$ cat src/rtl/sdcs_pkg.sv
package sdcs_pkg;
  localparam int RCD_W  = 2;
  localparam int TRWL_W = 3;
  localparam int TPC_W  = 3;
  localparam int TRWL_MAX = 5;
  localparam int MAX_GAP  = (1 << TPC_W) + TRWL_MAX;
  localparam int CNT_W    = $clog2(MAX_GAP + 1);

  typedef struct packed {
    logic [RCD_W-1:0]  rcd;
    logic [TRWL_W-1:0] trwl;
    logic [TPC_W-1:0]  tpc;
    logic              ras_down;
    logic              auto_pre;
  } cfg_t;

  localparam cfg_t CFG_RESET = '{rcd: RCD_W'(1), trwl: '0, tpc: '0,
                                 ras_down: 1'b0, auto_pre: 1'b0};
endpackage

$ cat src/rtl/sdcs_cfg_reg.sv
module sdcs_cfg_reg
  import sdcs_pkg::*;
(
  input  logic clk,
  input  logic rst_n,
  input  logic cap_en,
  input  cfg_t cfg_in,
  output cfg_t cfg_q
);
  cfg_t cfg_d;

  always_comb begin
    cfg_d = cfg_q;
    if (cap_en) cfg_d = cfg_in;
  end

  always_ff @(posedge clk or negedge rst_n) begin
    if (!rst_n) cfg_q <= CFG_RESET;
    else        cfg_q <= cfg_d;
  end
endmodule

$ cat src/rtl/sdcs_decode.sv
module sdcs_decode
  import sdcs_pkg::*;
(
  input  cfg_t             cfg,
  output logic [CNT_W-1:0] rcd_cyc,
  output logic [CNT_W-1:0] trwl_cyc,
  output logic [CNT_W-1:0] tpc_cyc,
  output logic [CNT_W-1:0] wr_act_cyc,
  output logic             cfg_err
);
  logic rcd_rsvd, trwl_rsvd, rd_bad;

  always_comb begin
    rcd_rsvd  = (cfg.rcd == '0);
    trwl_rsvd = (int'(cfg.trwl) >= TRWL_MAX);
    // reserved codes are timed with the longest legal spacing
    rcd_cyc  = rcd_rsvd  ? CNT_W'((1 << RCD_W)) : CNT_W'(cfg.rcd) + CNT_W'(1);
    trwl_cyc = trwl_rsvd ? CNT_W'(TRWL_MAX) : CNT_W'(cfg.trwl) + CNT_W'(1);
    tpc_cyc  = CNT_W'(cfg.tpc) + CNT_W'(1);
    wr_act_cyc = tpc_cyc + trwl_cyc;
    rd_bad = cfg.ras_down &&
             ((cfg.rcd == '1) || (int'(cfg.trwl) >= 2 && !trwl_rsvd));
    cfg_err = rcd_rsvd || trwl_rsvd || rd_bad;
  end
endmodule

$ cat src/rtl/sdcs_elapsed.sv
module sdcs_elapsed #(
  parameter int W = 4
) (
  input  logic         clk,
  input  logic         rst_n,
  input  logic         event_i,
  output logic [W-1:0] count_o
);
  logic [W-1:0] count_d;
  logic         cnt_en;

  always_comb begin
    cnt_en  = event_i || (count_o != '1);
    count_d = event_i ? W'(1) : count_o + W'(1);
  end

  always_ff @(posedge clk or negedge rst_n) begin
    if (!rst_n)      count_o <= '1;
    else if (cnt_en) count_o <= count_d;
  end
endmodule

$ cat src/rtl/sdram_cmd_spacer.sv
module sdram_cmd_spacer
  import sdcs_pkg::*;
(
  input  logic              clk,
  input  logic              rst_n,
  input  logic              seq_idle,
  input  logic              ras_down,
  input  logic              auto_pre,
  input  logic [RCD_W-1:0]  rcd_code,
  input  logic [TRWL_W-1:0] trwl_code,
  input  logic [TPC_W-1:0]  tpc_code,
  input  logic              ev_act,
  input  logic              ev_wr,
  input  logic              ev_pre,
  output logic              ok_rdwr,
  output logic              ok_pre,
  output logic              ok_act,
  output logic              cfg_err
);
  localparam int N_EV = 3;
  localparam int I_ACT = 0, I_WR = 1, I_PRE = 2;

  cfg_t cfg_in, cfg_q;
  logic [CNT_W-1:0] rcd_cyc, trwl_cyc, tpc_cyc, wr_act_cyc;
  logic [N_EV-1:0]  ev_vec;
  logic [CNT_W-1:0] elapsed [N_EV];
  logic             auto_pre_q;

  assign cfg_in = '{rcd: rcd_code, trwl: trwl_code, tpc: tpc_code,
                    ras_down: ras_down, auto_pre: auto_pre};
  assign ev_vec = {ev_pre, ev_wr, ev_act};
  assign auto_pre_q = cfg_q.auto_pre;

  sdcs_cfg_reg cfg_i (
    .clk(clk), .rst_n(rst_n), .cap_en(seq_idle),
    .cfg_in(cfg_in), .cfg_q(cfg_q)
  );

  sdcs_decode dec_i (
    .cfg(cfg_q), .rcd_cyc(rcd_cyc), .trwl_cyc(trwl_cyc),
    .tpc_cyc(tpc_cyc), .wr_act_cyc(wr_act_cyc), .cfg_err(cfg_err)
  );

  for (genvar g = 0; g < N_EV; g++) begin : g_cnt
    sdcs_elapsed #(.W(CNT_W)) cnt_i (
      .clk(clk), .rst_n(rst_n), .event_i(ev_vec[g]), .count_o(elapsed[g])
    );
  end

  always_comb begin
    ok_rdwr = (elapsed[I_ACT] >= rcd_cyc);
    ok_pre  = (elapsed[I_WR]  >= trwl_cyc);
    ok_act  = (elapsed[I_PRE] >= tpc_cyc) &&
              (!auto_pre_q || (elapsed[I_WR] >= wr_act_cyc));
  end
endmodule

$ cat config.mk
export PLATFORM = sky130hd
export DESIGN_NAME = sdram_cmd_spacer
export DESIGN_NICKNAME = d
export VERILOG_FILES = /design/src/rtl/sdcs_pkg.sv /design/src/rtl/sdcs_cfg_reg.sv /design/src/rtl/sdcs_decode.sv /design/src/rtl/sdcs_elapsed.sv /design/src/rtl/sdram_cmd_spacer.sv
export SDC_FILE = /design/constraint.sdc
export NUM_CORES = 1
export LEC_CHECK = 0
export ABC_AREA = 0
export ABC_CLOCK_PERIOD_IN_PS = 8400
export CAP_MARGIN = 40
export CORE_ASPECT_RATIO = 0.8
export CORE_MARGIN = 2
export CORE_UTILIZATION = 55
export DETAILED_ROUTE_END_ITERATION = 7
export PLACE_DENSITY = 0.8
export REMOVE_ABC_BUFFERS = 1
export SLEW_MARGIN = 20
export SYNTH_ARGS = -nofsm -noshare
export SYNTH_HDL_FRONTEND = slang
export SYNTH_SLANG_ARGS = --single-unit
$ cat constraint.sdc
create_clock -name clk -period 8.4 [get_ports clk]
set_input_delay 1.68 -clock clk [delete_from_list [all_inputs] [get_ports clk]]
set_output_delay 1.68 -clock clk [all_outputs]
set_load 0.02 [all_outputs]
=== Word level (Yosys, flattened, before mapping) ===
Index checks and enable logic that the tools add are counted.

* Add/sub/neg operators: 7
* $lt $le $gt $ge: 6
* Equal/unequal tests: 4
* Multiplexer cells: 5
* Reductions and logical operators: 13

{| class="wikitable"
|+ Operators by type and width
! operator !! count
|-
| 4-bit two-way mux || 5
|-
| 4-bit >= comparator || 4
|-
| 4-bit by 1-bit adder with 4-bit output, second input constant || 3
|-
| 4-bit != test, second input constant || 3
|-
| 3-bit by 1-bit adder with 4-bit output, second input constant || 2
|-
| 1-bit logical OR || 7
|-
| 4-bit adder || 1
|-
| 2-bit by 1-bit adder with 3-bit output, second input constant || 1
|-
| 3-bit by 2-bit >= comparator with 1-bit output, second input constant || 1
|-
| 3-bit >= comparator, second input constant || 1
|-
| 1-bit logical AND || 3
|-
| 2-bit equality test, second input constant || 1
|-
| 1-bit zero test || 2
|-
| 2-bit zero test || 1
|}

* Flip-flop bits (word level): 22
* Input bits: 16
* Output and inout bits: 4
* Logic and storage cells: 43

=== Depth between registers and ports, before layout ===
* Word-level depth: 6
* Depth in mapped cells: 11
* Mapped depth without buffers: 11

=== Hierarchy ===
Synthesis repeated with hierarchy kept, for this count alone.

* Cells, all modules: 168
* Area total of the unflattened synthesis: 1799.2 um2

{| class="wikitable"
|+ Modules (own cells, without submodules)
! module !! times used !! cells each !! area an instance (um2) !! seq. area each (um2)
|-
| sdcs_elapsed || 3 || 19 || 225.2 || 105.1
|-
| sdcs_cfg_reg || 1 || 21 || 412.9 || 251.5
|-
| sdram_cmd_spacer || 1 || 50 || 400.4 || 0.0
|-
| sdcs_decode || 1 || 40 || 310.3 || 0.0
|}

=== Worst setup path after synthesis ===
Ideal clock, no wire load.

* Path kind: register to output
* From: register, netlist name cfg_i.cfg_q[6]
* To: output port ok_act
* Arrival: 2872 ps
* Data required time: 6720 ps
* Path slack: 3848 ps
* Cell stages (with the launch flop): 12
* Path buffers: 0
* Cells stage by stage: dfrtp_1 inv_1 ha_1 or3_1 a21oi_1 ha_1 a21o_1 a21oi_1 xnor2_1 ha_1 o2111ai_1 a221oi_1

* Longest elaborated chain between the ends: 6
* Elaborated cells on any way between the ends: 7
* Classes of those cells: add/sub: 2; order compare: 2; mux: 1; reduce/logical: 2

{| class="wikitable"
|+ RTL lines
! what !! line !! RTL
|-
| 3-bit by 1-bit adder with 4-bit output / 3-bit >= comparator (equally long branches) || sdcs_decode.sv:18, sdcs_decode.sv:15 ||
|-
| 4-bit two-way mux (*) || sdcs_decode.sv:18 || <nowiki>trwl_cyc = trwl_rsvd ? CNT_W'(TRWL_MAX) : CNT_W'(cfg.trwl) + CNT_W'(1);</nowiki>
|-
| 4-bit adder (*) || sdcs_decode.sv:20 || <nowiki>wr_act_cyc = tpc_cyc + trwl_cyc;</nowiki>
|-
| 4-bit >= comparator (*) || sdram_cmd_spacer.sv:54 || <nowiki>(!auto_pre_q || (elapsed[I_WR] >= wr_act_cyc));</nowiki>
|-
| 1-bit logical OR (*) || sdram_cmd_spacer.sv:54 ||
|-
| 1-bit logical AND (*) || sdram_cmd_spacer.sv:53 || <nowiki>ok_act = (elapsed[I_PRE] >= tpc_cyc) &&</nowiki>
|-
| to (decl) || sdram_cmd_spacer.sv:17 || <nowiki>output logic ok_act,</nowiki>
|}

Every way passes the cells marked *; elsewhere a longest branch is shown, timed or not.

=== Final worst setup path ===
* From: register, netlist name cfg_i.cfg_q[6]
* To: output port ok_act

* Longest elaborated chain between the ends: 6
* Elaborated cells on any way between the ends: 7
* Classes of those cells: add/sub: 2; order compare: 2; mux: 1; reduce/logical: 2

{| class="wikitable"
|+ RTL lines
! what !! line
|-
| 3-bit by 1-bit adder with 4-bit output / 3-bit >= comparator (equally long branches) || sdcs_decode.sv:18, sdcs_decode.sv:15
|-
| 4-bit two-way mux (*) || sdcs_decode.sv:18
|-
| 4-bit adder (*) || sdcs_decode.sv:20
|-
| 4-bit >= comparator (*) || sdram_cmd_spacer.sv:54
|-
| 1-bit logical OR (*) || sdram_cmd_spacer.sv:54
|-
| 1-bit logical AND (*) || sdram_cmd_spacer.sv:53
|}

Marks and branches as above.

==> impl_metrics.env <==
export IMPL_ant_nets=0
export IMPL_wirelength_microns=2810
export IMPL_postSynthCellCount=156
export IMPL_die_area_sq_um=3220
export IMPL_busiest_layer="met2"
export IMPL_clock_sinks=22
export IMPL_p_switching_mw=0.0960
export IMPL_clk_pin_slew_ns=0.12
export IMPL_h_tree_depth=1
export IMPL_pwr_share_seq_pct=46.1
export IMPL_synth_compound_area_share_pct=10.1
export IMPL_crit_start="cfg_i.cfg_q[6]$_DFFE_PN0P_"
export IMPL_cts_tree="done"
export IMPL_crit_fanout=6
export IMPL_die_x_microns=63.0
export IMPL_critPathArrivalTime_ns=3.69
export IMPL_fin_area_sq_um=1800
export IMPL_skew_ns=0.00137
export IMPL_use_met3_pct=4.19
export IMPL_p_per_area_nw_per_um2=160
export IMPL_overflow=0
export IMPL_rows=17
export IMPL_muxShareOfSynthArea_pct=4.91
export IMPL_die_y_microns=51.2
export IMPL_cpPeakStageDelay_ns=0.65
export IMPL_r2r_start="g_cnt[2].cnt_i.count_o[0]$_DFFE_PN1P_"
export IMPL_power_leakage_nw=0.842
export IMPL_io_pins=20
export IMPL_drive_gt1_share_pct=12.4
export IMPL_fmax_mhz=186
export IMPL_numPortBuffers=19
export IMPL_grt_max_degree=17
export IMPL_grt_util_met2_pct=34.8
export IMPL_placed_cell_area_sq_um=1770
export IMPL_synth_seq_cells=22
export IMPL_synth_simple_gate_area_share_pct=15.9
export IMPL_start_util_pct=56.6
export IMPL_nets=224
export IMPL_drt_iter0_markers=24
export IMPL_worstPathRequired_ns=6.72
export IMPL_hold_start="cfg_i.cfg_q[1]$_DFFE_PN0P_"
export IMPL_avgSynthCellArea_sq_um=9.80
export IMPL_worstMarginPinSlew_ns=0.518
export IMPL_status="finished, final reports clean"
export IMPL_setup_violations=0
export IMPL_endpoint_kind="output pin"
export IMPL_p_comb_share_pct=36.1
export IMPL_crit_type="reg2out"
export IMPL_cts_root_buf="clkbuf_4"
export IMPL_clock_latency_ns=0.31
export IMPL_vias=1133
export IMPL_antenna_found_initial=0
export IMPL_synth_edff_count=0
export IMPL_cts_buffers=3
export IMPL_viasPerCell=5.25
export IMPL_gp_congestion=0.758
export IMPL_grt_util_met1_pct=23.5
export IMPL_hpwl_microns=2280
export IMPL_synth_warnings=0
export IMPL_synth_xor_area_share_pct=3.44
export IMPL_internal_power_mw=0.192
export IMPL_routedWlPerCell_microns=13.0
export IMPL_fin_setup_tns_ns=0
export IMPL_synthDistinctLibCells=30
export IMPL_startpoint_type="flop"
export IMPL_hold_buffers=0
export IMPL_crit_top_cell="ha_1"
export IMPL_worstHoldPathType="reg2reg"
export IMPL_hold_viol_final=0
export IMPL_core_area_sq_um=2700
export IMPL_rsz0062_at_grt="false"
export IMPL_syn2layout_area_growth_pct=17.8
export IMPL_cts_resized=0
export IMPL_cap_violations=0
export IMPL_fin_crit_sh_pct=63.9
export IMPL_synthAdderAreaFrac_pct=24.2
export IMPL_post_cts_buffers=0
export IMPL_crit_chain="inv_1 > ha_1 > or3_1 > a21oi_1 > ha_1 > a21o_1 > a21oi_1 > xnor2_1 > ha_1 > o2111ai_1 > a221oi_1 > clkdlybuf4s50_1"
export IMPL_critical_path_top_delay_family="compound AO/OA/AOI/OAI gates"
export IMPL_grt_total_usage_pct=19.2
export IMPL_clock_power_share_pct=17.8
export IMPL_drc=0
export IMPL_switching_share_pct=33.3
export IMPL_synth_async_sr_flop_share_pct=100
export IMPL_slew_headroom_pct=65.4
export IMPL_irDropWorstVdd_uv=105
export IMPL_drv_slew=0
export IMPL_dr_pass1_iters=4
export IMPL_ys_seq_area_share_pct=37.1
export IMPL_grt_pass1_wl_microns=4840
export IMPL_synth_area_sq_um=1530
export IMPL_min_period_ns=5.37
export IMPL_grt_pass1_vias=1164
export IMPL_clock_path_buffers=2
export IMPL_cp_slowest_cell="clkdlybuf4s50_1"
export IMPL_antenna_cells=0
export IMPL_synth_top_family_by_area="adder cells"
export IMPL_synth_ff_type="dfstp_2"
export IMPL_critPathBufInv=2
kinds of logic (layout without fill, tap and decap cells):
group,Yosys count,in the layout
AND/OR/NAND/NOR,49,49
multiplexers,7,7
flip-flops,22,22
buffers and inverters,17,39
adder cells (fa/ha/maj),29,29
AO/OA/AOI/OAI,25,25
XOR/XNOR,6,6
other,1,1
state kept, by name (all words and copies together) (netlist names):
signal / count
g_cnt.cnt_i.count_o: 12
cfg_i.cfg_q: 10
final timing paths:
kind | end | slack (ns) | depth (start not counted)
setup reg to reg | g_cnt[2].cnt_i.count_o[0]$_DFFE_PN1P_ | 7.06 | 4
setup / recovery | ok_act | 3.03 | 12
hold reg to reg | cfg_i.cfg_q[1]$_DFFE_PN0P_ | 0.53 | 1
min in group asynchronous | cfg_i.cfg_q[7]$_DFFE_PN0P_ | 1.63 | 1
max in group asynchronous | g_cnt[0].cnt_i.count_o[1]$_DFFE_PN1P_ | 6.26 | 2
hold / removal | cfg_i.cfg_q[1]$_DFFE_PN0P_ | 0.53 | 1
layout by cell type, fill, tap and decap left out, drive strengths merged, types with 2 or more instances in the layout:
cell	n
ha	28
clkdlybuf4s50	19
inv	15
dfstp	13
nand2	12
o21ai	9
nor2	9
dfrtp	9
nand3	8
nor3	7
nand2b	7
a21oi	5
xnor2	5
mux2	4
clkbuf	4
nor3b	3
a31oi	3
mux2i	3
a21o	2
power by group through the flow:
stage | registers, mW | clock network (mW) | logic, mW
final | 0.133 | 0.0513 | 0.104
after global routing | 0.134 | 0.0579 | 0.118
after CTS | 0.132 | 0.0529 | 0.106
after detailed placement | 0.134 | 0 | 0.105
after global placement | 0.133 | 0 | 0.0985
after floorplan | 0.131 | 0 | 0.0687
routing by layer:
| layer | share of wire (%) | up-vias | wire (microns) |
|---|---|---|---|
| met3 | 3.6 | 2 | 100 |
| met4 | 0.29 | 0 | 8 |
| met1 | 48 | 523 | 1360 |
| met2 | 48 | 20 | 1340 |
| li1 | - | 588 | - |
| met5 | 0 | - | 0 |
cells in the mapped netlist (2+ instances only):
| master | instances | share of area [%] |
|---|---|---|
| xnor2_1 | 5 | 2.9 |
| ha_1 | 28 | 23 |
| nor3_1 | 7 | 2.3 |
| a21o_1 | 2 | 0.98 |
| dfstp_2 | 13 | 22 |
| clkbuf_1 | 2 | 0.49 |
| a21oi_1 | 5 | 1.6 |
| nand3_1 | 8 | 2.6 |
| nand2b_1 | 7 | 2.9 |
| nor3b_1 | 3 | 1.5 |
| o21ai_0 | 9 | 2.9 |
| dfrtp_1 | 9 | 15 |
| mux2_2 | 4 | 2.9 |
| inv_1 | 15 | 3.7 |
| nand2_1 | 12 | 2.9 |
| mux2i_1 | 3 | 2.0 |
| a31oi_1 | 3 | 1.2 |
| nor2_1 | 9 | 2.2 |
layout make-up:
cell class              count  area (sq um)
fillers                   233           901
multi-input cells         117           898
inverters                  15          56.3
clock buffers               4          26.3
repair buffers             20           205
well taps                  38          47.5
flip-flops and latches     22           567
through the flow:
| stage | utilization (%) | setup slack (ns) | hold slack (ns) | std cells | power [mW] |
|---|---|---|---|---|---|
| after floorplan | - | 3.85 | 0.481 | 154 | 0.200 |
| after global placement | 65.1 | 3.47 | 0.492 | 211 | 0.232 |
| after detailed placement | 65.7 | 3.37 | 0.499 | 212 | 0.240 |
| after CTS | 66.7 | 2.99 | 0.527 | 216 | 0.291 |
| after global routing | 66.7 | 2.83 | 0.561 | 216 | 0.310 |
| final | 66.7 | 3.03 | 0.528 | 216 | 0.288 |
Note: power is estimated with default switching activity, not from simulation.
